$ cat config.mk
export PLATFORM = sky130hd
export DESIGN_NAME = irq_pol_frontend
export DESIGN_NICKNAME = d
export VERILOG_FILES = /design/src/rtl/irqfe_pkg.sv /design/src/rtl/irqfe_regs.sv /design/src/rtl/irqfe_line.sv /design/src/rtl/irq_pol_frontend.sv
export SDC_FILE = /design/constraint.sdc
export NUM_CORES = 1
export LEC_CHECK = 0
export BUFFER_PORTS_ARGS = -buffer_cell sky130_fd_sc_hd__buf_2
export CORE_ASPECT_RATIO = 0.75
export CORE_UTILIZATION = 40
export DETAILED_ROUTE_END_ITERATION = 12
export GPL_TIMING_DRIVEN = 1
export PLACE_DENSITY_LB_ADDON = 0.3
export SLEW_MARGIN = 20
export SYNTH_ARGS = -nofsm -noshare
export SYNTH_HDL_FRONTEND = slang
export SYNTH_HIERARCHICAL = 1
export SYNTH_SLANG_ARGS = --single-unit
$ cat constraint.sdc
create_clock -name clk_i -period 1.2 [get_ports clk_i]
set_input_delay 0.12 -clock clk_i [delete_from_list [all_inputs] [get_ports clk_i]]
set_output_delay 0.12 -clock clk_i [all_outputs]
set_load 0.01 [all_outputs]
$ cat src/rtl/irqfe_pkg.sv
package irqfe_pkg;
  localparam int BUS_W   = 32;
  localparam int ADDR_W  = 8;
  localparam int REG_BITS = 16;

  typedef enum logic [1:0] {
    GRP_MASK = 2'd0,
    GRP_POL  = 2'd1,
    GRP_EOI  = 2'd2,
    GRP_TRIG = 2'd3
  } grp_e;
endpackage

$ cat src/rtl/irqfe_regs.sv
module irqfe_regs
  import irqfe_pkg::*;
#(
  parameter int NUM_LINES = 64
) (
  input  logic              clk_i,
  input  logic              rst_ni,
  input  logic              req_i,
  input  logic              we_i,
  input  logic [ADDR_W-1:0] addr_i,
  input  logic [BUS_W-1:0]  wdata_i,
  output logic [BUS_W-1:0]  rdata_o,
  output logic [NUM_LINES-1:0] mask_o,
  output logic [NUM_LINES-1:0] pol_o,
  output logic [NUM_LINES-1:0] edge_o,
  output logic [NUM_LINES-1:0] eoi_o
);
  localparam int NUM_REGS = (NUM_LINES + REG_BITS - 1) / REG_BITS;
  localparam int PAD_W    = NUM_REGS * REG_BITS;

  logic [PAD_W-1:0] mask_q, pol_q, trig_q, eoi_d;
  logic [BUS_W-1:0] rdata_q, rdata_d;
  grp_e             grp;
  logic [1:0]       idx;
  logic             hit;

  assign grp = grp_e'(addr_i[5:4]);
  assign idx = addr_i[3:2];
  assign hit = req_i && (addr_i[7:6] == 2'b00) && (addr_i[1:0] == 2'b00)
               && (int'(idx) < NUM_REGS);

  always_ff @(posedge clk_i or negedge rst_ni) begin
    if (!rst_ni) begin
      mask_q <= '0;
      pol_q  <= '0;
      trig_q <= '0;
    end else if (hit && we_i) begin
      for (int r = 0; r < NUM_REGS; r++) begin
        if (idx == 2'(r)) begin
          case (grp)
            GRP_MASK: mask_q[r*REG_BITS +: REG_BITS] <= wdata_i[REG_BITS-1:0];
            GRP_POL:  pol_q[r*REG_BITS +: REG_BITS]  <= wdata_i[REG_BITS-1:0];
            GRP_TRIG: trig_q[r*REG_BITS +: REG_BITS] <= wdata_i[REG_BITS-1:0];
            default: ;
          endcase
        end
      end
    end
  end

  // end-of-interrupt is a pulse only; nothing is stored
  always_comb begin
    eoi_d = '0;
    if (hit && we_i && grp == GRP_EOI) begin
      for (int r = 0; r < NUM_REGS; r++) begin
        if (idx == 2'(r)) eoi_d[r*REG_BITS +: REG_BITS] = wdata_i[REG_BITS-1:0];
      end
    end
  end

  always_comb begin
    rdata_d = '0;
    if (hit && !we_i) begin
      for (int r = 0; r < NUM_REGS; r++) begin
        if (idx == 2'(r)) begin
          case (grp)
            GRP_MASK: rdata_d[REG_BITS-1:0] = mask_q[r*REG_BITS +: REG_BITS];
            GRP_POL:  rdata_d[REG_BITS-1:0] = pol_q[r*REG_BITS +: REG_BITS];
            GRP_TRIG: rdata_d[REG_BITS-1:0] = trig_q[r*REG_BITS +: REG_BITS];
            default:  rdata_d = '0;
          endcase
        end
      end
    end
  end

  always_ff @(posedge clk_i or negedge rst_ni) begin
    if (!rst_ni) rdata_q <= '0;
    else         rdata_q <= rdata_d;
  end

  assign rdata_o = rdata_q;
  assign mask_o  = mask_q[NUM_LINES-1:0];
  assign pol_o   = pol_q[NUM_LINES-1:0];
  assign edge_o  = trig_q[NUM_LINES-1:0];
  assign eoi_o   = eoi_d[NUM_LINES-1:0];

  // polarity register 0 holds what was written
  p_pol_write_r3: assert property (@(posedge clk_i) disable iff (!rst_ni)
    (req_i && we_i && addr_i == 8'h10) |=> (pol_o[REG_BITS-1:0] == $past(wdata_i[REG_BITS-1:0])));

  // no clear pulse without a bus write
  p_eoi_needs_write_r6: assert property (@(posedge clk_i) disable iff (!rst_ni)
    (!(req_i && we_i)) |-> (eoi_o == '0));
endmodule

$ cat src/rtl/irqfe_line.sv
module irqfe_line #(
  parameter int SYNC_STAGES = 2
) (
  input  logic clk_i,
  input  logic rst_ni,
  input  logic raw_i,
  input  logic pol_i,
  input  logic mask_i,
  input  logic edge_i,
  input  logic eoi_i,
  output logic irq_o
);
  logic [SYNC_STAGES-1:0] sync_q;
  logic corr, prev_q, rise, latch_q;

  always_ff @(posedge clk_i or negedge rst_ni) begin
    if (!rst_ni) sync_q <= '0;
    else         sync_q <= {sync_q[SYNC_STAGES-2:0], raw_i};
  end

  assign corr = sync_q[SYNC_STAGES-1] ^ pol_i;
  assign rise = corr && !prev_q;

  always_ff @(posedge clk_i or negedge rst_ni) begin
    if (!rst_ni) begin
      prev_q  <= 1'b0;
      latch_q <= 1'b0;
    end else begin
      prev_q <= corr;
      // new edge wins over a simultaneous clear
      if (edge_i && rise)  latch_q <= 1'b1;
      else if (eoi_i)      latch_q <= 1'b0;
    end
  end

  assign irq_o = (edge_i ? latch_q : corr) && !mask_i;

  // a corrected rising edge in edge mode sets the latch, even when masked
  p_latch_set_r5: assert property (@(posedge clk_i) disable iff (!rst_ni)
    (edge_i && rise) |=> latch_q);

  // latch holds until a clear
  p_latch_hold_r5: assert property (@(posedge clk_i) disable iff (!rst_ni)
    (latch_q && !eoi_i) |=> latch_q);

  // a clear with no new edge empties the latch
  p_eoi_clear_r6: assert property (@(posedge clk_i) disable iff (!rst_ni)
    (eoi_i && !(edge_i && rise)) |=> !latch_q);

  // output only high in edge mode when latch is set
  p_edge_out_r7: assert property (@(posedge clk_i) disable iff (!rst_ni)
    (edge_i && irq_o) |-> latch_q);
endmodule

$ cat src/rtl/irq_pol_frontend.sv
module irq_pol_frontend
  import irqfe_pkg::*;
#(
  parameter int NUM_LINES   = 64,
  parameter int SYNC_STAGES = 2
) (
  input  logic                 clk_i,
  input  logic                 rst_ni,
  input  logic                 req_i,
  input  logic                 we_i,
  input  logic [ADDR_W-1:0]    addr_i,
  input  logic [BUS_W-1:0]     wdata_i,
  output logic [BUS_W-1:0]     rdata_o,
  input  logic [NUM_LINES-1:0] irq_i,
  output logic [NUM_LINES-1:0] irq_o
);
  logic [NUM_LINES-1:0] mask, pol, trig, eoi;

  initial begin
    if (NUM_LINES < 1 || NUM_LINES > 64) $error("NUM_LINES out of range");
    if (SYNC_STAGES < 2) $error("SYNC_STAGES below 2");
  end

  irqfe_regs #(.NUM_LINES(NUM_LINES)) u_regs (
    .clk_i   (clk_i),
    .rst_ni  (rst_ni),
    .req_i   (req_i),
    .we_i    (we_i),
    .addr_i  (addr_i),
    .wdata_i (wdata_i),
    .rdata_o (rdata_o),
    .mask_o  (mask),
    .pol_o   (pol),
    .edge_o  (trig),
    .eoi_o   (eoi)
  );

  for (genvar n = 0; n < NUM_LINES; n++) begin : g_line
    irqfe_line #(.SYNC_STAGES(SYNC_STAGES)) u_line (
      .clk_i  (clk_i),
      .rst_ni (rst_ni),
      .raw_i  (irq_i[n]),
      .pol_i  (pol[n]),
      .mask_i (mask[n]),
      .edge_i (trig[n]),
      .eoi_i  (eoi[n]),
      .irq_o  (irq_o[n])
    );
  end

  // upper read bits are always zero
  p_rdata_upper_r2: assert property (@(posedge clk_i) disable iff (!rst_ni)
    rdata_o[BUS_W-1:16] == '0);

  // masked lines stay low
  p_masked_low_r7: assert property (@(posedge clk_i) disable iff (!rst_ni)
    (irq_o & mask) == '0);
endmodule

* Word level (Yosys, flattened, before mapping)
Index checks and enable logic that the tools add are counted.
Widths: inputs -> output; s select.
** Operators by class
- Equal/unequal tests :: 6
- Muxes and demuxes :: 208
- Bitwise operators :: 64
- Reduce and logical (&&, ||, !) cells :: 407
** Operators by type and width (count)
- $logic_and 1x1->1 :: 197
- $mux 1 :: 192
- $pmux 16 s3 :: 4
- $logic_not 1->1 :: 129
- $mux 32 :: 4
- $reduce_bool 2->1 :: 64
- $mux 16 :: 7
- $mux 64 :: 1
- $xor 1x1->1 :: 64
- $reduce_and 3->1 :: 12
- $eq 2x2->1 const B :: 4
- $logic_not 2->1 :: 4
- $eq 2x1->1 const B :: 2
- $reduce_or 3->1 :: 1
** Storage, ports and cells
- Bits in registers :: 480
- Input port bits :: 108
- Output and inout port bits :: 96
- Word-level logic and storage cells :: 890

* Depth between registers and ports, before layout
Gate-level depths: netlist of run 1.
- Depth in word-level cells :: 9
- Gate-level depth with buffers :: 7

* Hierarchy
Netlist of run 1, hierarchy kept.
** Modules (own cells, without submodules)
- irqfe_regs :: times used 1, cells each 775, area an instance 9939.5 sq um, seq. area each 5205.0 sq um
- irqfe_line :: times used 64, cells each 11, area an instance 155.1 sq um, seq. area each 100.1 sq um

* Least setup slack after synthesis of run 1
No wires, ideal clock.
- Kind :: input port to flip-flop
- Start point :: input port addr_i[5]
- End point :: register u_regs.rdata_q[13], in the netlist u_regs/rdata_o[13]
- Library setup time :: 0.119 ns
- Arrival :: 1.509 ns
- Data required time :: 1.081 ns
- Slack :: -0.428 ns
- Stages on the path :: 7
- Cell sequence :: buf_2 -> buf_2 -> buf_2 -> mux2_2 -> a221oi_1 -> nor3_1 -> o21a_1
** On the way
- Word-level cells in the longest chain between the ends :: 7
- Elaborated cells between the ends (all ways) :: 12
- Those cells by class :: 2 x eq/ne; 9 x mux; 1 x reduce/logical
** Ends and longest elaborated chain
- start: declaration :: line irq_pol_frontend.sv:11 : input logic [ADDR_W-1:0] addr_i,
- $eq 2x2->1 (tied with other cells) :: line irqfe_regs.sv:66 : case (grp)
- $pmux 16 s3 :: line irqfe_regs.sv:66
- $mux 16 :: line irqfe_regs.sv:65 : if (idx == 2'(r)) begin
- $mux 32 (2 in series) :: line irqfe_regs.sv:65
- $mux 32 (*) :: line irqfe_regs.sv:65
- $mux 32 (*) :: line irqfe_regs.sv:63 : if (hit && !we_i) begin
- named net u_regs.rdata_d[13] :: line irqfe_regs.sv:22 : logic [BUS_W-1:0] rdata_q, rdata_d;
- end signal: assignment :: line irqfe_regs.sv:79 : else rdata_q <= rdata_d;
- end: declaration :: line irqfe_regs.sv:22
Mark *: on every way through the listed nets, which the timed path passes. The rest lies on a longest branch.
A chain may end at the register's enable or synchronous reset.

* Worst setup path after layout of run 1
- Start point :: register u_regs.pol_q[24], in the netlist u_regs/pol_o[24]
- End point :: output port irq_o[24]
** On the way
- Word-level cells in the longest chain between the ends :: 3
** Ends and longest elaborated chain
- start: declaration :: line irqfe_regs.sv:21 : logic [PAD_W-1:0] mask_q, pol_q, trig_q, eoi_d;
- start signal: indexed assignment :: line irqfe_regs.sv:42 : GRP_POL: pol_q[r*REG_BITS +: REG_BITS] <= wdata_i[REG_BITS-1:0];
- $xor 1x1->1 :: line irqfe_line.sv:21 : assign corr = sync_q[SYNC_STAGES-1] ^ pol_i;
- $mux 1 :: line irqfe_line.sv:36 : assign irq_o = (edge_i ? latch_q : corr) && !mask_i;
- $logic_and 1x1->1 :: line irqfe_line.sv:36
- end: declaration :: line irq_pol_frontend.sv:15 : output logic [NUM_LINES-1:0] irq_o
No other way between the ends.

==> reports/metrics.yaml, run 1 <==
nNetsFinal: 2237
max_freq_mhz: 543
cp.arrival_ns: 1.72
setup_viol: 92
path_clk_slew_ns: 0.07
final_area_um2: 29900
grt_max_degree: 48
synth_xor_area_share_pct: 2.82
gp_congestion: 0.824
drc: 0
layout_commonest_cell: "dfrtp_1"
fillers: 3742
status: "finished, violations left"
synth-seq-area-share_pct: 58.4
synth-seq-cells: 464
dpl_cell_area_um2: 24500
crit_type: "reg2out"
synth.mux.area_fraction_pct: 14.5
final_cell_mix: "457 x dfrtp_1, 260 x buf_4, 232 x mux2_2, 193 x inv_1, 162 x buf_2"
syn_inst: 1479
core-area_um2: 48900
clockBufferDepth: 3
drive_gt1_share_pct: 59.3
dieHeight_um: 195
via_count: 14311
antenna_found_initial: 0
grt.total_usage_pct: 24.3
grt_pass1_vias: 15658
cap_violations: 0
finalClockSkew_ns: 0.0194
synthSimpleGateAreaFrac_pct: 5.65
power_mw: 35.9
io_pins: 204
dp.cells: 2571
clk_latency_ns: 0.58
ys_warn_count: 6
cts_root_buffer: "clkbuf_16"
hold_class: "in2reg"
grt_pass1_wl_mm: 92.9
routed_via_density: 5.09
min_period_ns: 1.84
required_ns: 1.08
wl_per_cell_um: 21.5
worstHoldPathCells: 3
antennaDiodeCount: 0
critPathMaxFanout: 3
cts.sinks: 464
finalNonFillerCells: 2814
synth_compound_area_share_pct: 12.7
postLayoutSetupSlackWorst_ns: -0.643
cts_tree: "yes"
grt-ovfl-total: 0
cts_buffers: 46
dieArea_um2: 50600
cts.htree.levels: 2
wl_mm: 60.5
rows: 70
slew_viol_final: 0
power_per_cell_area_nw_per_um2: 1200
dr.pass1.iters: 5
synth_top_family_by_area: "multiplexers"
netlist_area_um2: 19900
initial_core_util_pct: 40.7
peakVddDrop_v: 0.000821
period_share_pct: 154
startpoint_type: "flop"
numPortBuffers: 171
drtAntennaViolNets: 0
violations: "setup timing"
syn2layout_area_growth_pct: 50.7
p_leak_nw: 13.9
synthAdderAreaFrac_pct: 0
hpwl_mm: 41.2
pre_cts_ws_ns: -0.654
die_w_um: 259
drt_iter0_markers: 929
synth.distinct_cells: 35
ff2ff_path_depth: 6
avgSynthCellArea_um2: 13.4
critPathCaptureType: "primary output"
rsz0062_at_grt: "true"
hold_viol: 0
-- per-stage QoR --
step           hold slack (ns)  utilization [%]  setup TNS, ns
6_report                0.0199             61.3         -38.44
4_1_cts                0.00187             60.3         -40.13
2_1_floorplan           -0.176                -         -56.33
5_1_grt                 0.0151             61.3         -43.23
3_3_place_gp            0.0323             50.2        -132.19
3_5_place_dp            0.0400             50.2        -137.68
-- layout make-up --
class	count	area (um^2)	share of cell area [%]
clock inverters	15	189	0.631
flip-flops and latches	464	11600	38.8
multi-input cells	750	9400	31.4
well taps	648	811	2.71
clock buffers	70	1400	4.68
inverters	194	728	2.43
repair buffers	673	5790	19.3
-- per-layer routing --
| layer | global-route usage (%) | share of wire [%] | vias to the layer above |
|---|---|---|---|
| met5 | 0 | 0 | - |
| met4 | 7.19 | 2.4 | 0 |
| met3 | 5.27 | 6.1 | 87 |
| met2 | 37.5 | 46 | 393 |
| met1 | 34.4 | 45 | 7422 |
| li1 | - | - | 6409 |
-- critical path, cell delays in order, from the launching register on --
cell and delay, ns:
dfrtp_1 0.43, xnor2_2 0.19, a211oi_4 0.34, buf_2 0.19
-- where the power goes --
| group | total [mW] | switching (mW) | internal (mW) |
|---|---|---|---|
| Combinational | 4.12 | 1.98 | 2.14 |
| Sequential | 16.7 | 0.476 | 16.2 |
| Clock | 15.1 | 6.19 | 8.93 |
| Total | 35.9 | 8.65 | 27.3 |
-- path summary, 6_finish.rpt --
kind | from | endpoint | slack [ns]
min in group asynchronous | rst_ni | g_line[24].u_line/prev_q | 0.04
worst min register to register | g_line[57].u_line/sync_q[0] | g_line[57].u_line/sync_q[1] | 0.34
worst max register to register | u_regs/pol_o[11] | u_regs/rdata_o[11] | -0.28
worst min-delay path | wdata_i[1] | u_regs/mask_o[49] | 0.02
worst max-delay path | u_regs/pol_o[24] | irq_o[24] | -0.64
max in group asynchronous | rst_ni | g_line[11].u_line/sync_q[1] | 0.46
-- cells in the mapped netlist, drive strengths merged --
library cell / instances / area, um^2
a2111oi: 1 / 8.76
a211oi: 64 / 801
a21boi: 7 / 52.6
a221oi: 63 / 552
a22oi: 1 / 7.51
buf: 46 / 279
clkbuf: 40 / 150
conb: 1 / 3.75
dfrtp: 464 / 11600
inv: 194 / 728
mux2: 256 / 2880
nand2: 24 / 100
nand3: 8 / 65.1
nand4: 1 / 12.5
nand4bb: 1 / 27.5
nor2: 68 / 263
nor2b: 66 / 413
nor3: 19 / 111
nor4: 1 / 21.3
o21a: 9 / 67.6
o32ai: 64 / 1040
or2: 2 / 12.5
or3: 14 / 87.6
or4b: 1 / 10.0
xnor2: 64 / 561
-- what timing repair did --
action | in CTS | in global routing
setup buffers | 75 | 22
pin swaps | 140 | 57
hold endpoints to repair | 592 | 0
setup endpoints to repair | 98 | 195
hold buffers | 74 | 0
resized for setup | 355 | 84
gates cloned | 0 | 0
-- cell families after synthesis --
kind of cell           Yosys count
flip-flops                     464
buffers and inverters          280
multiplexers                   256
XOR/XNOR                        64
AO/OA/AOI/OAI                  209
AND/OR/NAND/NOR                205
other                            1
-- sequential cells by signal (all words and copies together) (netlist names) --
register / count
u_regs/pol_o: 64
u_regs/rdata_o: 16
g_line.u_line/sync_q: 128
g_line.u_line/latch_q: 64
u_regs/mask_o: 64
u_regs/edge_o: 64
g_line.u_line/prev_q: 64
(Power assumes the default switching activity.)
==> run 2: changes to the inputs <==
--- a/config.mk
+++ b/config.mk
@@ -6,11 +6,11 @@
 export NUM_CORES = 1
 export LEC_CHECK = 0
 export BUFFER_PORTS_ARGS = -buffer_cell sky130_fd_sc_hd__buf_2
-export CORE_ASPECT_RATIO = 0.75
 export CORE_UTILIZATION = 40
 export DETAILED_ROUTE_END_ITERATION = 12
 export GPL_TIMING_DRIVEN = 1
 export PLACE_DENSITY_LB_ADDON = 0.3
+export SKIP_CTS_REPAIR_TIMING = 1
 export SLEW_MARGIN = 20
 export SYNTH_ARGS = -nofsm -noshare
 export SYNTH_HDL_FRONTEND = slang
==> reports/metrics.yaml, run 2 (synthesized netlist as in run 1, its figures left out) <==
drc: 0
dieHeight_um: 225
hold_class: "in2reg"
gp_congestion: 0.852
max_freq_mhz: 535
wl_per_cell_um: 20.8
final_cell_mix: "462 x dfrtp_1, 262 x buf_4, 241 x mux2_2, 193 x inv_1, 162 x buf_2"
peakVddDrop_v: 0.00105
grt_pass1_vias: 14636
nNetsFinal: 2193
layout_commonest_cell: "dfrtp_1"
power_per_cell_area_nw_per_um2: 1260
syn2layout_area_growth_pct: 47.2
cts_tree: "yes"
cts.htree.levels: 2
largest_reg_flops: 128
grt_pass1_wl_mm: 85.3
min_period_ns: 1.87
dieArea_um2: 50600
postLayoutSetupSlackWorst_ns: -0.670
crit_type: "reg2out"
required_ns: 1.08
wl_mm: 58.0
post-route-util_pct: 59.7
dr.pass1.iters: 5
hold_viol: 11
via_count: 13930
drive_gt1_share_pct: 57.5
clockBufferDepth: 3
path_clk_slew_ns: 0.06
setup_tns_ns: -38.98
grt.total_usage_pct: 22.5
path_depth: 3
initial_core_util_pct: 40.6
drt_iter0_markers: 748
violations: "hold timing, setup timing"
final_area_um2: 29200
power_mw: 36.7
hpwl_mm: 39.8
pre_cts_ws_ns: -0.588
cp.arrival_ns: 1.75
rsz0062_at_grt: "true"
fillers: 3754
cts_buffers: 51
cpPeakStageDelay_ns: 0.45
rows: 81
grt-ovfl-total: 0
io_pins: 204
grt_max_degree: 61
crit_path_cell_trace: "xnor2_2, a211oi_2, buf_2"
hold_ws_ns: -0.00720
critPathCaptureType: "primary output"
crit_slowest_cell: "dfrtp_1"
finalNonFillerCells: 2790
crit_buf_inv: 1
ff2ff_path_depth: 6
hp-start: "wdata_i[6]"
critPathTopFamily: "flip-flops"
startpoint_type: "flop"
routed_via_density: 4.99
drtAntennaViolNets: 0
die_w_um: 225
dpl_cell_area_um2: 24400
setup_viol: 96
multi_input_area_um2: 9100
clk_latency_ns: 0.59
slew_viol_final: 0
numPortBuffers: 171
status: "finished, violations left"
critPathMaxFanout: 3
dp.cells: 2572
antenna_found_initial: 3
timing.rr.start: "u_regs/pol_o[28]"
cts_root_buffer: "clkbuf_16"
cts.sinks: 464
crit_start: "g_line[1].u_line/sync_q[1]"
finalClockSkew_ns: 0.0132
regArea_um2: 11600
core-area_um2: 49000
cap_violations: 0
p_leak_nw: 13.6
period_share_pct: 156
largest-register: "g_line.u_line/sync_q"
worstHoldPathCells: 5
-- run 2: cell count changes in the layout (fill, tap and decap cells not counted), sizes merged, moves of 4 or more --
cell | previous run | this run
clkinv | 6 | 10
clkbuf | 70 | 75
dlygate4sd3 | 74 | 70
buf | 599 | 554
-- run 2: layout make-up --
| type | instances | area share (%) |
|---|---|---|
| antenna | 1 | 0.00856 |
| clock buffer | 75 | 5.23 |
| clock inverter | 18 | 0.762 |
| inverter | 194 | 2.49 |
| multi-input combinational | 750 | 31.1 |
| sequential | 464 | 39.7 |
| tap | 664 | 2.84 |
| timing repair buffer | 624 | 17.8 |
-- run 2: worst min-delay path: cells and delay by family --
kind | cells | cell delay, ns
buffers and inverters | 2 | 0.21
and+or+nand+nor | 2 | 0.11
AOI/OAI and AO/OA | 1 | 0.09
-- run 2: worst paths after layout --
kind	to	slack, ns
max in group asynchronous	g_line[10].u_line/latch_q	0.23
hold reg to reg	g_line[58].u_line/sync_q[1]	0.34
hold / removal	g_line[22].u_line/latch_q	-0.007
setup reg to reg	u_regs/rdata_o[12]	-0.32
setup / recovery	irq_o[1]	-0.67
min in group asynchronous	u_regs/pol_o[61]	0.19
-- run 2: routing by layer --
metal | share of wire, % | global-route usage, % | routed length, um | up-vias
met1 | 43 | 29.5 | 25000 | 7194
met5 | 0.041 | 0 | 24 | -
met4 | 3.0 | 8.34 | 1730 | 4
met3 | 4.4 | 4.10 | 2560 | 98
met2 | 50 | 37.1 | 28700 | 320
li1 | - | - | - | 6314
-- run 2: where the power goes --
part	leakage (nW)	switching (mW)	total [mW]	internal (mW)
logic	7.08	1.85	3.83	1.98
clock network	0.861	6.34	16.2	9.86
registers	5.69	0.457	16.7	16.2
total	13.6	8.65	36.7	28.1
==> run 3: changes to the inputs <==
--- a/config.mk
+++ b/config.mk
@@ -6,7 +6,7 @@
 export NUM_CORES = 1
 export LEC_CHECK = 0
 export BUFFER_PORTS_ARGS = -buffer_cell sky130_fd_sc_hd__buf_2
-export CORE_UTILIZATION = 40
+export CORE_UTILIZATION = 53
 export DETAILED_ROUTE_END_ITERATION = 12
 export GPL_TIMING_DRIVEN = 1
 export PLACE_DENSITY_LB_ADDON = 0.3
==> reports/metrics.yaml, run 3 (synthesized netlist as in run 1, its figures left out) <==
status: "finished, violations left"
violations: "setup timing"
gp_congestion: 0.867
wl_mm: 62.4
dieHeight_um: 196
finalClockSkew_ns: 0.0152
power_per_cell_area_nw_per_um2: 1240
largest-register: "g_line.u_line/sync_q"
required_ns: 1.08
crit_path_cell_trace: "buf_4, nor2b_1, a211oi_2, buf_2"
dp.cells: 2381
critPathCaptureType: "primary output"
rsz0062_at_grt: "true"
hold_class: "in2reg"
ff2ff_path_depth: 5
critPathMaxFanout: 3
die_w_um: 196
clk_latency_ns: 0.58
hpwl_mm: 38.1
cap_violations: 0
worstHoldPathCells: 3
antennaDiodeCount: 0
antenna_found_initial: 0
drive_gt1_share_pct: 58.2
syn2layout_area_growth_pct: 47.4
maxSlewHeadroom_pct: 51.2
min_period_ns: 1.91
final_cell_mix: "459 x dfrtp_1, 248 x buf_4, 241 x mux2_2, 193 x inv_1, 165 x buf_2"
cts_tree: "yes"
core-area_um2: 36800
critPathTopFamily: "flip-flops"
layout_commonest_cell: "dfrtp_1"
hold-path-endpoint: "u_regs/pol_o[19]"
cpPeakStageDelay_ns: 0.37
initial_core_util_pct: 54.0
cts_buffers: 49
grt_pass1_vias: 14817
peakVddDrop_v: 0.00126
hold_viol: 0
setup_viol: 106
cts.sinks: 464
pre_cts_ws_ns: -0.591
finalNonFillerCells: 2596
path_clk_slew_ns: 0.06
dieArea_um2: 38300
cts_root_buffer: "clkbuf_16"
startpoint_type: "flop"
grt-ovfl-total: 0
crit_slowest_cell: "dfrtp_1"
crit_buf_inv: 2
drtAntennaViolNets: 0
r2r_end: "u_regs/rdata_o[15]"
drc: 0
slew_viol_final: 0
rows: 70
crit_type: "reg2out"
io_pins: 204
postLayoutSetupSlackWorst_ns: -0.711
clockBufferDepth: 3
setup_tns_ns: -40.99
period_share_pct: 159
worst-r2r-setup-slack_ns: -0.33
grt_pass1_wl_mm: 82.0
p_leak_nw: 13.7
cp.arrival_ns: 1.79
grt_max_degree: 76
drt_iter0_markers: 1049
timing.rr.start: "u_regs/pol_o[63]"
routed_via_density: 5.69
worstMarginPinSlew_ns: 0.730
max_freq_mhz: 523
wl_per_cell_um: 24.0
cts.htree.levels: 2
via_count: 14782
dpl_cell_area_um2: 24300
final_area_um2: 29300
dr.pass1.iters: 5
numPortBuffers: 171
nNetsFinal: 2200
hp-start: "wdata_i[3]"
largest_reg_flops: 128
grt.total_usage_pct: 28.4
-- run 3: cell types whose count changed in the layout (fill, tap and decap cells not counted), moves of 6 or more --
cell / before / now
buf_6: 98 / 115
buf_4: 262 / 248
xnor2_4: 46 / 59
xnor2_2: 14 / 4
buf_12: 31 / 37
-- run 3: per-stage QoR --
step | utilization, % | hold WS [ns] | total power [mW]
floorplan | - | -0.176 | 18.3
global placement | 66.0 | -0.0227 | 19.8
detailed placement | 66.0 | -0.0189 | 19.9
CTS | 70.5 | -0.640 | 35.5
global route | 79.6 | 0.00581 | 37.4
finish | 79.6 | 0.0119 | 36.4
-- run 3: final cells by class --
class,instances,area (um^2)
Clock buffer,75,1450
Clock inverter,12,193
Fill cell,1868,7500
Inverter,194,728
Multi-Input combinational cell,750,9300
Sequential cell,464,11600
Tap cell,468,586
Timing Repair Buffer,633,5410
-- run 3: how the worst max path moves through the flow --
| stage | from | to | slack (ns) | cells after the start |
|---|---|---|---|---|
| 2_1_floorplan | addr_i[7] | u_regs/pol_o[21] | -0.33 | 6 |
| 3_3_place_gp | addr_i[7] | u_regs/pol_o[41] | -0.52 | 7 |
| 3_5_place_dp | addr_i[7] | u_regs/pol_o[43] | -0.59 | 7 |
| 4_1_cts | u_regs/pol_o[44] | irq_o[44] | -0.76 | 4 |
| 5_1_grt | u_regs/edge_o[17] | irq_o[17] | -0.75 | 4 |
| 6_report | u_regs/edge_o[17] | irq_o[17] | -0.71 | 4 |
-- run 3: metal layers --
layer,vias to the layer above,global-route usage (%),share of wire (%)
met5,-,0,0
met4,0,11.7,5.7
met3,231,4.01,6.0
met2,617,48.3,50
met1,7608,36.7,38
li1,6326,-,-
-- run 3: where the power goes --
group | total, mW | switching (mW) | internal, mW
combinational | 4.02 | 1.98 | 2.04
sequential | 16.7 | 0.493 | 16.2
clock | 15.6 | 6.24 | 9.38
total | 36.4 | 8.71 | 27.6
-- run 3: worst register-to-register path: cells and delay by family (launching register included) --
kind                   cells  cell delay (ns)
buffers and inverters      1             0.14
AO/OA/AOI/OAI              2             0.39
multiplexers               1             0.31
flip-flops                 1             0.40
AND/OR/NAND/NOR            1             0.18
